## config.mk

```make
export PLATFORM = sky130hd
export DESIGN_NAME = sm3x_expand_half
export DESIGN_NICKNAME = d
export VERILOG_FILES = /design/src/rtl/sm3x_pkg.sv /design/src/rtl/sm3x_p1.sv /design/src/rtl/sm3x_lane_mix.sv /design/src/rtl/sm3x_out_stage.sv /design/src/rtl/sm3x_expand_half.sv
export SDC_FILE = /design/constraint.sdc
export NUM_CORES = 1
export LEC_CHECK = 0
export BUFFER_PORTS_ARGS = -buffer_cell sky130_fd_sc_hd__buf_4
export CAP_MARGIN = 15
export CELL_PAD_IN_SITES_DETAIL_PLACEMENT = 0
export CELL_PAD_IN_SITES_GLOBAL_PLACEMENT = 1
export CORE_AREA = 2 2 201 203
export CTS_CLUSTER_DIAMETER = 200
export DETAILED_ROUTE_END_ITERATION = 6
export DIE_AREA = 0 0 203 205
export PLACE_DENSITY_LB_ADDON = 0.12
export RECOVER_POWER = 50
export SYNTH_ARGS = -nofsm -noshare
export SYNTH_HDL_FRONTEND = slang
export SYNTH_SLANG_ARGS = --single-unit
```

## constraint.sdc

```tcl
create_clock -name clk -period 5.58 [get_ports clk]
set_clock_uncertainty 0.05 [all_clocks]
set_input_delay 0.837 -clock clk [delete_from_list [all_inputs] [get_ports clk]]
set_output_delay 0.837 -clock clk [all_outputs]
set_load 0.01 [all_outputs]
```

## src/rtl/sm3x_pkg.sv

```systemverilog
package sm3x_pkg;
   // Width of one word lane and the number of lanes in a vector
   localparam int unsigned LANE_W  = 32;
   localparam int unsigned N_LANES = 4;
   localparam int unsigned VEC_W   = LANE_W * N_LANES;

   typedef logic [LANE_W-1:0] lane_t;
   typedef logic [VEC_W-1:0]  vec_t;
endpackage

```

## src/rtl/sm3x_p1.sv

```systemverilog
// SM3 P1 permutation on a single lane: x ^ rotl(x,A) ^ rotl(x,B)
module sm3x_p1 #(
   parameter int unsigned W     = 32,
   parameter int unsigned ROT_A = 15,
   parameter int unsigned ROT_B = 23
) (
   input  logic [W-1:0] x_i,
   output logic [W-1:0] y_o
);
   initial begin
      p1_rot_range_chk: assert (ROT_A > 0 && ROT_A < W && ROT_B > 0 && ROT_B < W)
         else $fatal(1, "sm3x_p1: rotation amounts must lie in 1..W-1");
   end

   logic [W-1:0] rot_a;
   logic [W-1:0] rot_b;

   always_comb begin
      rot_a = (x_i << ROT_A) | (x_i >> (W - ROT_A));
      rot_b = (x_i << ROT_B) | (x_i >> (W - ROT_B));
      y_o   = x_i ^ rot_a ^ rot_b;
   end
endmodule

```

## src/rtl/sm3x_lane_mix.sv

```systemverilog
// Combinational lane network: lanes 0..LANES-2 draw on the rotate source,
// the top lane draws on the permuted lane 0.
module sm3x_lane_mix #(
   parameter int unsigned LANE_W   = 32,
   parameter int unsigned LANES    = 4,
   parameter int unsigned ROT_SRC  = 15,
   parameter int unsigned ROT_LINK = 15,
   parameter int unsigned P1_A     = 15,
   parameter int unsigned P1_B     = 23
) (
   input  logic [LANE_W*LANES-1:0] acc_i,
   input  logic [LANE_W*LANES-1:0] aux_i,
   input  logic [LANE_W*LANES-1:0] rot_i,
   output logic [LANE_W*LANES-1:0] res_o
);
   localparam int unsigned LOW_N = LANES - 1;

   initial begin
      mix_shape_chk: assert (LANES >= 2 && ROT_SRC > 0 && ROT_SRC < LANE_W &&
                             ROT_LINK > 0 && ROT_LINK < LANE_W)
         else $fatal(1, "sm3x_lane_mix: illegal lane count or rotation");
   end

   logic [LANE_W*LANES-1:0] dn;
   assign dn = acc_i ^ aux_i;

   logic [LANE_W-1:0] low_pre  [LOW_N];
   logic [LANE_W-1:0] low_perm [LOW_N];

   // lane i mixes with rotate-source lane i+1; rotate-source lane 0 is unused
   for (genvar i = 0; i < LOW_N; i++) begin : g_low
      logic [LANE_W-1:0] src_w;
      assign src_w      = rot_i[LANE_W*(i+1) +: LANE_W];
      assign low_pre[i] = dn[LANE_W*i +: LANE_W] ^
                          ((src_w << ROT_SRC) | (src_w >> (LANE_W - ROT_SRC)));


      sm3x_p1 #(.W(LANE_W), .ROT_A(P1_A), .ROT_B(P1_B)) u_p1 (
         .x_i (low_pre[i]),
         .y_o (low_perm[i])
      );

      assign res_o[LANE_W*i +: LANE_W] = low_perm[i];
   end

   // the top lane is chained to the permuted bottom lane
   logic [LANE_W-1:0] link_w;
   logic [LANE_W-1:0] top_pre;
   logic [LANE_W-1:0] top_perm;

   assign link_w  = low_perm[0];
   assign top_pre = dn[LANE_W*LOW_N +: LANE_W] ^
                    ((link_w << ROT_LINK) | (link_w >> (LANE_W - ROT_LINK)));

   sm3x_p1 #(.W(LANE_W), .ROT_A(P1_A), .ROT_B(P1_B)) u_p1_top (
      .x_i (top_pre),
      .y_o (top_perm)
   );

   assign res_o[LANE_W*LOW_N +: LANE_W] = top_perm;
endmodule

```

## src/rtl/sm3x_out_stage.sv

```systemverilog
// Single output register with valid/ready flow control.
module sm3x_out_stage #(
   parameter int unsigned W = 128
) (
   input  logic         clk,
   input  logic         rst,
   input  logic         in_valid,
   output logic         in_ready,
   input  logic [W-1:0] in_data,
   output logic         out_valid,
   input  logic         out_ready,
   output logic [W-1:0] out_data
);
   initial begin
      stage_width_chk: assert (W > 0) else $fatal(1, "sm3x_out_stage: W must be positive");
   end

   logic take;

   assign in_ready = !out_valid || out_ready;
   assign take     = in_valid && in_ready;

   always_ff @(posedge clk) begin
      if (rst) begin
         out_valid <= 1'b0;
      end else if (take) begin
         out_valid <= 1'b1;
      end else if (out_ready) begin
         out_valid <= 1'b0;
      end
   end

   always_ff @(posedge clk) begin
      if (take) begin
         out_data <= in_data;
      end
   end


   reset_clears_valid_chk: assert property (@(posedge clk) rst |=> !out_valid);


   accept_gives_valid_chk: assert property (@(posedge clk) disable iff (rst)
      (in_valid && in_ready) |=> (out_valid && out_data == $past(in_data)));


   stall_holds_output_chk: assert property (@(posedge clk) disable iff (rst)
      (out_valid && !out_ready) |=> (out_valid && $stable(out_data)));


   drain_empties_chk: assert property (@(posedge clk) disable iff (rst)
      (out_ready && !(in_valid && in_ready)) |=> !out_valid);
endmodule

```

## src/rtl/sm3x_expand_half.sv

```systemverilog
module sm3x_expand_half
   import sm3x_pkg::*;
#(
   parameter int unsigned ROT_SRC  = 15,
   parameter int unsigned ROT_LINK = 15,
   parameter int unsigned P1_A     = 15,
   parameter int unsigned P1_B     = 23
) (
   input  logic             clk,
   input  logic             rst,
   input  logic             in_valid,
   output logic             in_ready,
   input  logic [VEC_W-1:0] in_acc,
   input  logic [VEC_W-1:0] in_aux,
   input  logic [VEC_W-1:0] in_rot,
   output logic             out_valid,
   input  logic             out_ready,
   output logic [VEC_W-1:0] out_data
);
   vec_t mixed;

   sm3x_lane_mix #(
      .LANE_W   (LANE_W),
      .LANES    (N_LANES),
      .ROT_SRC  (ROT_SRC),
      .ROT_LINK (ROT_LINK),
      .P1_A     (P1_A),
      .P1_B     (P1_B)
   ) u_mix (
      .acc_i (in_acc),
      .aux_i (in_aux),
      .rot_i (in_rot),
      .res_o (mixed)
   );

   sm3x_out_stage #(.W(VEC_W)) u_stage (
      .clk       (clk),
      .rst       (rst),
      .in_valid  (in_valid),
      .in_ready  (in_ready),
      .in_data   (mixed),
      .out_valid (out_valid),
      .out_ready (out_ready),
      .out_data  (out_data)
   );


   drain_and_fill_chk: assert property (@(posedge clk) disable iff (rst)
      (out_valid && out_ready && in_valid) |=> out_valid);
endmodule

```

Word level (Yosys, flattened, before mapping)
Index checks and enable logic that the tools add are counted.
Storage, ports and cells
  word-level logic and storage cells: 33
  bits of input ports: 388
  register bits after elaboration: 129
Operators by class
  bitwise gates (word level): 25
  reduce and logical (&&, ||, !) cells: 4
  multiplexer cells: 2
Operators by type and width (count)
  bitwise XOR 32 bit: 12
  OR 32 x 15 -> 32 bit: 8
  OR 32 x 23 -> 32 bit: 4
  bitwise XOR 128 bit: 1
  2-to-1 mux 1 bit: 2
  nonzero test 2 bit: 1
  logical AND 1 bit: 1
  zero test 1 bit: 1
  logical OR 1 bit: 1

Logic depth before layout (Yosys ltp)
  word-level depth: 10
  depth in mapped cells: 5

Cells and area by module
A second synthesis with hierarchy kept.
Unflattened totals
  cell total of the unflattened synthesis: 389
  area total of the unflattened synthesis: 9999.6 um^2
Modules (own cells, without submodules)
  sm3x_out_stage: area an instance 3898.7 um^2, sequential area each 3863.7 um^2, cells an instance 133, times used 1
  sm3x_p1: area an instance 764.5 um^2, sequential area each 0.0 um^2, cells an instance 32, times used 4
  sm3x_lane_mix: area an instance 3042.9 um^2, sequential area each 0.0 um^2, cells an instance 128, times used 1

Worst setup path before layout
Ideal clock, no wire load.
  kind: input -> register
  from: input port out_ready
  to: register u_stage.out_data[0], enable pin
  path buffers: 0
  setup slack: 1031 ps
  stages on the path: 2
  data arrival time: 3996 ps
  cell sequence: nand2b_1 > and2_1
Between the ends
  cells in the longest elaborated chain, start to end: 2
Ends and longest elaborated chain
  from (decl): line sm3x_expand_half.sv:17  | input logic out_ready,
  logical OR 1 bit: line sm3x_out_stage.sv:20  | assign in_ready = !out_valid || out_ready;
  logical AND 1 bit: line sm3x_out_stage.sv:21  | assign take = in_valid && in_ready;
  net u_stage.take: line sm3x_out_stage.sv:18  | logic take;
  to (signal assigned): line sm3x_out_stage.sv:35  | out_data <= in_data;
  to (decl): line sm3x_out_stage.sv:12  | output logic [W-1:0] out_data
The timed path passes the listed nets, and every way through them passes these cells.
A chain may end at the register's enable or synchronous reset.

Worst setup path after layout
  from: input port in_aux[12]
  to: register u_stage.out_data[105] (data pin)
Between the ends
  cells in the longest elaborated chain, start to end: 8
Ends and longest elaborated chain
  from (decl): line sm3x_expand_half.sv:14  | input logic [VEC_W-1:0] in_aux,
  bitwise XOR 128 bit: line sm3x_lane_mix.sv:25  | assign dn = acc_i ^ aux_i;
  bitwise XOR 32 bit: line sm3x_lane_mix.sv:34  | assign low_pre[i] = dn[LANE_W*i +: LANE_W] ^
  OR 32 x 23 -> 32 bit: line sm3x_p1.sv:20  | rot_b = (x_i << ROT_B) | (x_i >> (W - ROT_B));
  bitwise XOR 32 bit: line sm3x_p1.sv:21  | y_o = x_i ^ rot_a ^ rot_b;
  OR 32 x 15 -> 32 bit: line sm3x_lane_mix.sv:53  | ((link_w << ROT_LINK) | (link_w >> (LANE_W - ROT_LINK)));
  bitwise XOR 32 bit: line sm3x_lane_mix.sv:52  | assign top_pre = dn[LANE_W*LOW_N +: LANE_W] ^
  OR 32 x 23 -> 32 bit: line sm3x_p1.sv:20
  bitwise XOR 32 bit: line sm3x_p1.sv:21
  net mixed[105]: line sm3x_expand_half.sv:20  | vec_t mixed;
The timed path passes the listed nets, and every way through them passes these cells.

==> impl_metrics.yaml <==
grt:
  met3_usage_pct: 5.28
  grt_pass1_vias: 6662
  overflow: 0
  grt_max_degree: 65
  busiest_layer: "met2"
  grtUsageMet1_pct: 15.2
  met2_usage_pct: 25.8
  antenna_found_initial: 0
  grt_pass1_wl_um: 42100
  track_usage_pct: 14.0
synth:
  synth_fp_nets: 1010
  netlist_instances: 622
  yosys.cell_types.count: 12
  synth_seq_area_share_pct: 43.9
  syn_area_per_cell_um2: 14.2
  synth_area_um2: 8800
  synth-seq-cells: 129
  ys_warn_count: 0
place:
  place_hpwl_um: 25200
  gp_congestion: 0.717
  place_ws_ns: 2.50
  place_area_um2: 13100
  numPortBuffers: 485
cts:
  clk_pin_slew_worst_paths_ns: 0.06
  root_buffer: "clkbuf_16"
  cts_inserted_buffers: 17
  insertion_delay_ns: 0.41
  cts_setup_buffers: 0
  ctsResizeCount: 0
  htreeDepth: 4
  tritoncts: "yes"
  numClockSinks: 129
  clk_path_buf_depth: 2
  cts_hold_buffers: 0
sta:
  slew_violations: 0
  rsz0062_at_grt: "false"
  finalSetupTns_ns: 0
  period_share_pct: 47.2
  max_freq_ghz: 0.380
  worst_slack_ns: 2.95
  maxSlewHeadroom_pct: 34.8
  period_needed_ns: 2.63
  finalHoldViolCount: 0
  tightest_slew_ns: 0.977
  setup_violations: 0
setup_path:
  crit_family: "XOR/XNOR gates"
  path_cells: "buf_4 -> xnor3_1 -> xnor2_1 -> xnor2_1 -> xor3_1"
  cpPeakStageDelay_ns: 0.65
  critPathMaxFanout: 5
  cpMaxStageDelayCell: "xnor3_1"
  critPathBufInv: 1
  cp_common_cell: "xnor2_1"
  r2r-start: "u_stage.out_valid"
  cp.arrival_ns: 2.75
  critPathRequiredTime_ns: 5.70
  worst-setup-path-type: "in -> reg"
  end_kind: "flop"
  reg2reg_depth: 3
  r2r_slack_ns: 3.40
  start_kind: "input port"
  rr_endpoint: "u_stage.out_data[55]"
routing:
  wl_um: 29500
  drtIter0Drc: 164
  vias: 6183
  antenna_left: 0
  avgRoutedWirePerCell_um: 17.7
  drt-vias-per-instance: 3.71
  drc: 0
  firstDrtPassIters: 4
floorplanning:
  dieArea_um2: 41600
  fp.dieH_um: 205
  io-pin-count: 518
  initial_core_util_pct: 22.4
  rows: 73
  chipWidth_um: 203
  core-area_um2: 39400
worst_hold_path:
  min_path_type: "reg -> reg"
  hold_start: "u_stage.out_valid"
  min_to: "u_stage.out_valid"
  holdPathStages: 2
power:
  clockPowerShare_pct: 22.0
  p_total_mw: 5.39
  swShare_pct: 33.5
  leakage_nw: 5.47
  netSwitchingPower_mw: 1.81
  ir_drop_mv: 0.132
  power_density_nw_per_um2: 405
  p_comb_share_pct: 47.1
  power_frac_seq_pct: 30.9
  p_int_mw: 3.58
layout:
  design_area_um2: 13300
  layout_commonest_cell: "buf_4"
  area_delta_synth_final_pct: 51.1
  fill_cells: 4114
  drive_above_1_share_pct: 36.7
  diodes: 0
  final_cell_mix: "buf_4 (336), xnor2_1 (270), xor2_1 (172)"
  finalNetCount: 1516
run:
  cap_violations: 0
status:
  status: "completed"
-- per-layer routing --
layer | up-vias | routed length [um]
met1 | 2818 | 11000
li1 | 3067 | -
met2 | 281 | 15400
met4 | 0 | 454
met3 | 17 | 2670
met5 | - | 0
-- Yosys cell counts --
cell type,number,area (um2)
xnor2_1,270,2360
xor2_1,172,1510
edfxtp_1,128,3840
xnor3_1,25,563
xnor3_2,14,333
xnor2_2,5,81.3
xor3_1,3,71.3
a21oi_1,1,5.00
and2_1,1,6.26
dfxtp_1,1,20.0
inv_1,1,3.75
nand2b_1,1,6.26
-- worst min-delay path, stage by stage (launching register included) --
cell	delay, ns
dfxtp_1	0.31
nand2b_1	0.11
a21oi_1	0.08
-- flip-flops by register name, summed over array words and instances, names as in the netlist --
name               flops
u_stage.out_valid      1
u_stage.out_data     128
-- layout make-up --
| type | instances | area (um2) | area share [%] |
|---|---|---|---|
| multi-input cells | 492 | 4930 | 37.1 |
| flip-flops and latches | 129 | 3860 | 29.0 |
| repair buffers | 487 | 3250 | 24.4 |
| well taps | 525 | 657 | 4.94 |
| clock buffers | 20 | 437 | 3.28 |
| clock inverters | 12 | 165 | 1.24 |
| inverters | 1 | 3.75 | 0.0282 |
-- power groups by stage --
stage          registers (mW)  logic [mW]  clock network (mW)
3_3_place_gp             1.68        2.80                   0
5_1_grt                  1.70        2.80                1.27
3_5_place_dp             1.69        2.82                   0
2_1_floorplan            1.86        1.57                   0
6_report                 1.66        2.54                1.19
4_1_cts                  1.68        2.82                1.23
-- stage by stage --
| stage | std cells | hold WS, ns | util, % |
|---|---|---|---|
| final | 1666 | 0.487 | 33.8 |
| after global routing | 1666 | 0.495 | 33.8 |
| after CTS | 1666 | 0.493 | 34.9 |
| after detailed placement | 1634 | 0.487 | 33.3 |
| after global placement | 1634 | 0.462 | 33.3 |
| after floorplan | 622 | 0.543 | - |
-- worst max-delay path by stage --
| stage | startpoint | to | slack [ns] | cells past startpoint |
|---|---|---|---|---|
| 6_report | in_aux[12] | u_stage.out_data[105] | 2.95 | 5 |
| 5_1_grt | in_aux[12] | u_stage.out_data[105] | 2.83 | 5 |
| 4_1_cts | in_acc[24] | u_stage.out_data[101] | 2.95 | 6 |
| 3_5_place_dp | in_acc[24] | u_stage.out_data[101] | 2.50 | 6 |
| 3_3_place_gp | in_aux[20] | u_stage.out_data[122] | 2.49 | 6 |
| 2_1_floorplan | out_ready | u_stage.out_data[0] | 1.03 | 2 |
-- cell families after synthesis --
kind of cell	after synthesis	share of synthesized area (%)
flip-flops	129	43.9
buffers and inverters	1	0.0426
XOR/XNOR	489	55.9
AO/OA/AOI/OAI	1	0.0568
AND/OR/NAND/NOR	2	0.142
(Power assumes the default switching activity.)
